==> src/rtl/usb_irq_pkg.sv <==
package usb_irq_pkg;
  localparam int REG_DW = 16;
  localparam int REG_AW = 2;

  typedef enum logic [2:0] {
    RES_ACK    = 3'd0,
    RES_NAK    = 3'd1,
    RES_STALL  = 3'd2,
    RES_TMO    = 3'd3,
    RES_INERR  = 3'd4,
    RES_OUTERR = 3'd5
  } xfer_res_e;

  localparam int BIT_BUSRST = 8;
  localparam int BIT_SOF    = 9;
  localparam int BIT_ID     = 14;
  localparam int BIT_VBUS   = 15;

  localparam logic [REG_AW-1:0] RA_IEN   = 2'd0;
  localparam logic [REG_AW-1:0] RA_NAKEN = 2'd1;
  localparam logic [REG_AW-1:0] RA_ADDR  = 2'd2;
  localparam logic [REG_AW-1:0] RA_STAT  = 2'd3;
endpackage

==> src/rtl/usb_rst_sync.sv <==
module usb_rst_sync (
  input  logic clk,
  input  logic rst_n,
  output logic rst_n_s
);
  logic [1:0] sync_q;

  always_ff @(posedge clk or negedge rst_n) begin
    if (!rst_n) sync_q <= 2'b00;
    else        sync_q <= {sync_q[0], 1'b1};
  end

  assign rst_n_s = sync_q[1];
endmodule

==> src/rtl/usb_ep_done_decode.sv <==
module usb_ep_done_decode
  import usb_irq_pkg::*;
#(
  parameter int NUM_EP = 8,
  localparam int EPW = $clog2(NUM_EP)
) (
  input  logic              evt_valid,
  input  logic [EPW-1:0]    evt_ep,
  input  logic [2:0]        evt_res,
  input  logic [NUM_EP-1:0] nak_en,
  output logic [NUM_EP-1:0] done_set
);
  logic res_counts;

  // a result counts as "done" on a fixed outcome set; NAK only when enabled
  always_comb begin
    case (evt_res)
      RES_ACK, RES_STALL, RES_TMO, RES_INERR, RES_OUTERR: res_counts = 1'b1;
      RES_NAK: res_counts = nak_en[evt_ep];
      default: res_counts = 1'b0;
    endcase
  end

  for (genvar gi = 0; gi < NUM_EP; gi++) begin : g_ep
    assign done_set[gi] = evt_valid && res_counts && (evt_ep == EPW'(gi));
  end
endmodule

==> src/rtl/usb_stat_reg.sv <==
module usb_stat_reg #(
  parameter int W = 16,
  parameter logic [W-1:0] MASK = '1
) (
  input  logic         clk,
  input  logic         rst_n,
  input  logic [W-1:0] set_i,
  input  logic         clr_we,
  input  logic [W-1:0] clr_data,
  output logic [W-1:0] stat_o
);
  logic [W-1:0] stat_q, stat_d, clr_mask;

  always_comb begin
    clr_mask = clr_we ? (clr_data & MASK) : '0;
    // set is OR-ed after the clear, so a same-cycle set wins
    stat_d   = (stat_q & ~clr_mask) | (set_i & MASK);
  end

  always_ff @(posedge clk or negedge rst_n) begin
    if (!rst_n) stat_q <= '0;
    else        stat_q <= stat_d;
  end

  assign stat_o = stat_q;
endmodule

==> src/rtl/usb_dev_addr.sv <==
module usb_dev_addr #(
  parameter int AW = 7
) (
  input  logic          clk,
  input  logic          rst_n,
  input  logic          wr_en,
  input  logic [AW-1:0] wr_data,
  input  logic [AW-1:0] tok_addr,
  output logic [AW-1:0] addr_o,
  output logic          match_o
);
  logic [AW-1:0] addr_q, addr_d;

  always_comb addr_d = wr_en ? wr_data : addr_q;

  always_ff @(posedge clk or negedge rst_n) begin
    if (!rst_n) addr_q <= '0;
    else        addr_q <= addr_d;
  end

  assign addr_o  = addr_q;
  assign match_o = (tok_addr == addr_q);
endmodule

==> src/rtl/usb_dev_irq_ctrl.sv <==
module usb_dev_irq_ctrl
  import usb_irq_pkg::*;
#(
  parameter int NUM_EP  = 8,
  parameter int DEV_AW  = 7,
  localparam int EPW    = $clog2(NUM_EP)
) (
  input  logic              clk,
  input  logic              rst_n,
  input  logic [REG_AW-1:0] reg_addr,
  input  logic              reg_we,
  input  logic [REG_DW-1:0] reg_wdata,
  output logic [REG_DW-1:0] reg_rdata,
  input  logic              ep_evt_valid,
  input  logic [EPW-1:0]    ep_evt_num,
  input  logic [2:0]        ep_evt_res,
  input  logic              bus_reset_evt,
  input  logic              sof_evt,
  input  logic              id_evt,
  input  logic              vbus_evt,
  input  logic [DEV_AW-1:0] tok_addr,
  output logic              addr_match,
  output logic              irq
);
  localparam logic [REG_DW-1:0] EP_MASK   = REG_DW'((1 << NUM_EP) - 1);
  localparam logic [REG_DW-1:0] STAT_MASK = EP_MASK
                                          | (REG_DW'(1) << BIT_BUSRST)
                                          | (REG_DW'(1) << BIT_SOF)
                                          | (REG_DW'(1) << BIT_ID)
                                          | (REG_DW'(1) << BIT_VBUS);

  logic              rst_n_s;
  logic [REG_DW-1:0] ien_q, ien_d;
  logic [NUM_EP-1:0] nak_en_q, nak_en_d;
  logic [NUM_EP-1:0] done_set;
  logic [REG_DW-1:0] set_vec, stat_q;
  logic [DEV_AW-1:0] dev_addr_q;
  logic              irq_q, irq_d;
  logic              wr_ien, wr_nak, wr_addr, wr_stat;

  usb_rst_sync u_rst_sync (.clk(clk), .rst_n(rst_n), .rst_n_s(rst_n_s));

  assign wr_ien  = reg_we && (reg_addr == RA_IEN);
  assign wr_nak  = reg_we && (reg_addr == RA_NAKEN);
  assign wr_addr = reg_we && (reg_addr == RA_ADDR);
  assign wr_stat = reg_we && (reg_addr == RA_STAT);

  usb_ep_done_decode #(.NUM_EP(NUM_EP)) u_decode (
    .evt_valid (ep_evt_valid),
    .evt_ep    (ep_evt_num),
    .evt_res   (ep_evt_res),
    .nak_en    (nak_en_q),
    .done_set  (done_set)
  );

  always_comb begin
    set_vec                 = '0;
    set_vec[NUM_EP-1:0]     = done_set;
    set_vec[BIT_BUSRST]     = bus_reset_evt;
    set_vec[BIT_SOF]        = sof_evt;
    set_vec[BIT_ID]         = id_evt;
    set_vec[BIT_VBUS]       = vbus_evt;
  end

  usb_stat_reg #(.W(REG_DW), .MASK(STAT_MASK)) u_stat (
    .clk      (clk),
    .rst_n    (rst_n_s),
    .set_i    (set_vec),
    .clr_we   (wr_stat),
    .clr_data (reg_wdata),
    .stat_o   (stat_q)
  );

  usb_dev_addr #(.AW(DEV_AW)) u_addr (
    .clk      (clk),
    .rst_n    (rst_n_s),
    .wr_en    (wr_addr),
    .wr_data  (reg_wdata[DEV_AW-1:0]),
    .tok_addr (tok_addr),
    .addr_o   (dev_addr_q),
    .match_o  (addr_match)
  );

  // enable registers, next state
  always_comb begin
    ien_d    = wr_ien ? (reg_wdata & STAT_MASK) : ien_q;
    nak_en_d = wr_nak ? reg_wdata[NUM_EP-1:0] : nak_en_q;
  end

  // interrupt computed from the flags and enables they will hold after this edge
  always_comb begin
    irq_d = |(((stat_q & ~(wr_stat ? (reg_wdata & STAT_MASK) : '0))
              | (set_vec & STAT_MASK)) & ien_d);
  end

  always_ff @(posedge clk or negedge rst_n_s) begin
    if (!rst_n_s) begin
      ien_q    <= '0;
      nak_en_q <= '0;
      irq_q    <= 1'b0;
    end else begin
      ien_q    <= ien_d;
      nak_en_q <= nak_en_d;
      irq_q    <= irq_d;
    end
  end

  assign irq = irq_q;

  always_comb begin
    case (reg_addr)
      RA_IEN:   reg_rdata = ien_q;
      RA_NAKEN: reg_rdata = {{(REG_DW-NUM_EP){1'b0}}, nak_en_q};
      RA_ADDR:  reg_rdata = {{(REG_DW-DEV_AW){1'b0}}, dev_addr_q};
      default:  reg_rdata = stat_q;
    endcase
  end
endmodule

==> config.mk <==
export PLATFORM = sky130hd
export DESIGN_NAME = usb_dev_irq_ctrl
export DESIGN_NICKNAME = d
export VERILOG_FILES = /design/src/rtl/usb_irq_pkg.sv /design/src/rtl/usb_rst_sync.sv /design/src/rtl/usb_ep_done_decode.sv /design/src/rtl/usb_stat_reg.sv /design/src/rtl/usb_dev_addr.sv /design/src/rtl/usb_dev_irq_ctrl.sv
export SDC_FILE = /design/constraint.sdc
export NUM_CORES = 1
export LEC_CHECK = 0
export ABC_AREA = 1
export BUFFER_PORTS_ARGS = -buffer_cell sky130_fd_sc_hd__buf_2
export CORE_MARGIN = 2
export CORE_UTILIZATION = 45
export CTS_CLUSTER_SIZE = 10
export DETAILED_ROUTE_END_ITERATION = 12
export PLACE_DENSITY = 0.72
export SLEW_MARGIN = 10
export SYNTH_ARGS = -nofsm -noshare
export SYNTH_HDL_FRONTEND = slang
export SYNTH_SLANG_ARGS = --single-unit
export TNS_END_PERCENT = 100
==> constraint.sdc <==
create_clock -name clk -period 1.4 [get_ports clk]
set_clock_uncertainty 0.15 [all_clocks]
set_input_delay 0.28 -clock clk [delete_from_list [all_inputs] [get_ports clk]]
set_output_delay 0.28 -clock clk [all_outputs]
set_load 0.02 [all_outputs]
==> impl_metrics.toml <==
[yosys]
synth_seq_area_share_pct = 48.7
netlist_area_um2 = 2160
avgSynthCellArea_um2 = 7.88
synthCells = 274
yosys_warnings = 0
synthTopCellsByArea = "dfrtp_1 49%, nand2_1 19%, o21ai_0 6.5%"
yosysTopAreaCellShare_pct = 48.7
synth_cell_types = 27
synth_area_leader_cell = "dfrtp_1"
synth-seq-cells = 42

[timing]
max_slew_margin_pct = 48.5
setup-violations-final = 14
hold_ws_ns = 0.0473
finalCritPeriodShare_pct = 128
tightest_slew_ns = 0.771
max_freq_ghz = 0.560
slew_viol_final = 0
rsz0062_at_grt = "yes"
layout_min_cycle_time_ns = 1.79
worst_slack_ns = -0.387
hold_violations = 0

[power]
p_int_mw = 2.44
power_density_nw_per_um2 = 1160
clockPowerShare_pct = 26.9
share_seq_of_total_power_pct = 42.7
p_leak_nw = 1.55
max-vdd-ir-drop_uv = 749
swShare_pct = 31.1
pwr-share-comb_pct = 30.4
p_sw_mw = 1.10

[clocking]
clkTransAtPathRegs_ns = 0.08
cts_inserted_buffers = 5
clock_latency_ns = 0.30
cts.sinks = 42
cts_max_path_buffers = 2
htreeDepth = 2
clockRootBuffer = "clkbuf_8"
cts_tree = "yes"

[global_routing]
grt_pass1_wl_um = 9140
grt.overflow.total = 0
first_global_vias = 2028
grt_max_degree = 41
grt_use_total_pct = 22.4
antenna_found_initial = 0

[status]
status = "complete, but fails checks"
violations = "negative setup slack"

[floorplanning]
die_w_um = 73.3
fp.dieArea_um2 = 5370
initial_utilization_pct = 46.3
die_height_um = 73.3
rows = 25
core_um2 = 4660
io_pins = 57

[cells_and_area]
final_common_cell = "nand2_1"
post-route-util_pct = 65.5
layout_common_cells = "89 x nand2_1, 41 x dfrtp_1, 34 x buf_2, 30 x buf_4, 28 x o21ai_0"
fin_nets = 398
drive_gt1_share_pct = 37.2
stdcell_count = 414
num_antenna_cells = 0
syn_to_final_growth_pct = 41.4

[routing]
drtPass1Iterations = 4
routed_wl_um = 5620
ant_nets = 0
routedWlPerCell_um = 13.6
drtIter0Drc = 230
via_per_inst = 5.03
vias = 2084
drc = 0

[worst_hold_path]
hold_depth = 3
min_from = "id_evt"
holdPathEnd = "u_stat.stat_o[14]"
hold_path.class = "primary input to register"

[worst_setup_path]
end_kind = "output pin"
r2r-end = "irq"
cp_top_family = "flip-flops"
cp_data_arrival_time_ns = 1.36
rr_startpoint = "nak_en_q[2]"
cpMaxStageDelayCell = "dfrtp_1"
cp_max_fo = 2
required_ns = 0.97
crit_chain = "xnor2_1 > nand4_1 > nor4_4 > buf_4"
max_stage_delay_ns = 0.40
startpoint_type = "register"
critPathKind = "register to output pin"
reg2regPathDepth = 12
rrSetupSlack_ns = -0.25
crit_buf_inv = 1

[placement]
place_congestion = 0.893
place_inst = 401
port_buffers = 48
dp_hpwl_um = 3950

[job]
cap_violations = 0
synth_stat cells:
cell type,n
conb_1,2
inv_4,1
inv_1,19
nor3b_1,1
nor2_1,4
xnor2_1,4
a21boi_1,1
nand3_1,10
inv_2,2
nand3_2,2
dfrtp_1,42
buf_2,1
a22o_1,4
nand2_2,3
o21ai_0,28
nor4_1,1
xor2_1,3
a21oi_2,1
nand2_1,107
buf_6,2
o21ai_2,4
clkbuf_1,4
o21ai_1,10
buf_4,5
nor3_1,3
nand4_1,8
nor2_2,2
per-layer routing:
metal / part of all wire [%] / vias up / global-route usage, %
met3: 4.3 / 7 / 4.53
met1: 43 / 980 / 28.3
met5: 0 / - / 0
met2: 52 / 49 / 38.6
li1: - / 1048 / -
met4: 1.3 / 0 / 6.58
per-stage QoR:
| stage | cell area [um2] | setup WS, ns | power [mW] | TNS [ns] |
|---|---|---|---|---|
| final | 3050 | -0.387 | 3.54 | -2.47 |
| after global routing | 3050 | -0.459 | 3.74 | -3.21 |
| after CTS | 2990 | -0.409 | 3.49 | -2.34 |
| after detailed placement | 2690 | -0.289 | 2.41 | -1.81 |
| after global placement | 2690 | -0.227 | 2.39 | -1.56 |
| after floorplan | 2200 | -0.0339 | 2.04 | -0.0339 |
final cells by class:
type	count	area [um2]
timing repair buffer	87	666
inverter	22	85.1
tap	54	67.6
clock buffer	6	72.6
sequential	42	1050
fill	377	1610
clock inverter	2	37.5
multi-input combinational	201	1070
state kept, by name (all words and copies together) (netlist names):
register,count
ien_q,12
u_stat.stat_o,12
nak_en_q,8
u_addr.addr_o,7
u_rst_sync.sync_q,2
irq,1
worst reg2reg max path, stage by stage, from the launching register on:
cell	delay (ns)
dfrtp_1	0.42
nand2_1	0.07
nand2_1	0.05
nand2_1	0.05
nand2_1	0.06
nand2_2	0.07
nand3_4	0.14
nand3_2	0.13
nand2_2	0.07
nand2_1	0.08
nand3_1	0.06
nor2_1	0.11
nand2_1	0.07
power by group through the flow:
stage	Combinational (mW)	Clock, mW	Sequential, mW
final	1.07	0.952	1.51
after global routing	1.18	1.02	1.53
after CTS	1.01	0.973	1.51
after detailed placement	0.885	0	1.53
after global placement	0.864	0	1.52
after floorplan	0.514	0	1.53
cells by family after synthesis:
family / synth area share [%]
compound gates: 12.8
xor+xnor: 2.84
buf+inv: 7.65
flops: 48.7
other cells: 0.348
simple gates: 27.7
worst max path at each step:
| stage | slack, ns | cells past startpoint | startpoint | end |
|---|---|---|---|---|
| after floorplan | -0.03 | 14 | ep_evt_num[0] | irq |
| after global placement | -0.23 | 14 | ep_evt_num[0] | irq |
| after CTS | -0.41 | 4 | u_addr.addr_o[2] | addr_match |
| after global routing | -0.46 | 4 | u_addr.addr_o[3] | addr_match |
| after detailed placement | -0.29 | 11 | reg_addr[0] | irq |
| final | -0.39 | 4 | u_addr.addr_o[2] | addr_match |
what timing repair did:
item / CTS / global route
hold buffers: 1 / 0
pin swaps: 15 / 10
endpoints found under the setup margin: 15 / 15
hold endpoints to repair: 2 / 0
gates resized for setup: 50 / 15
setup buffers: 1 / 6
Note: power is estimated with default switching activity, not from simulation.
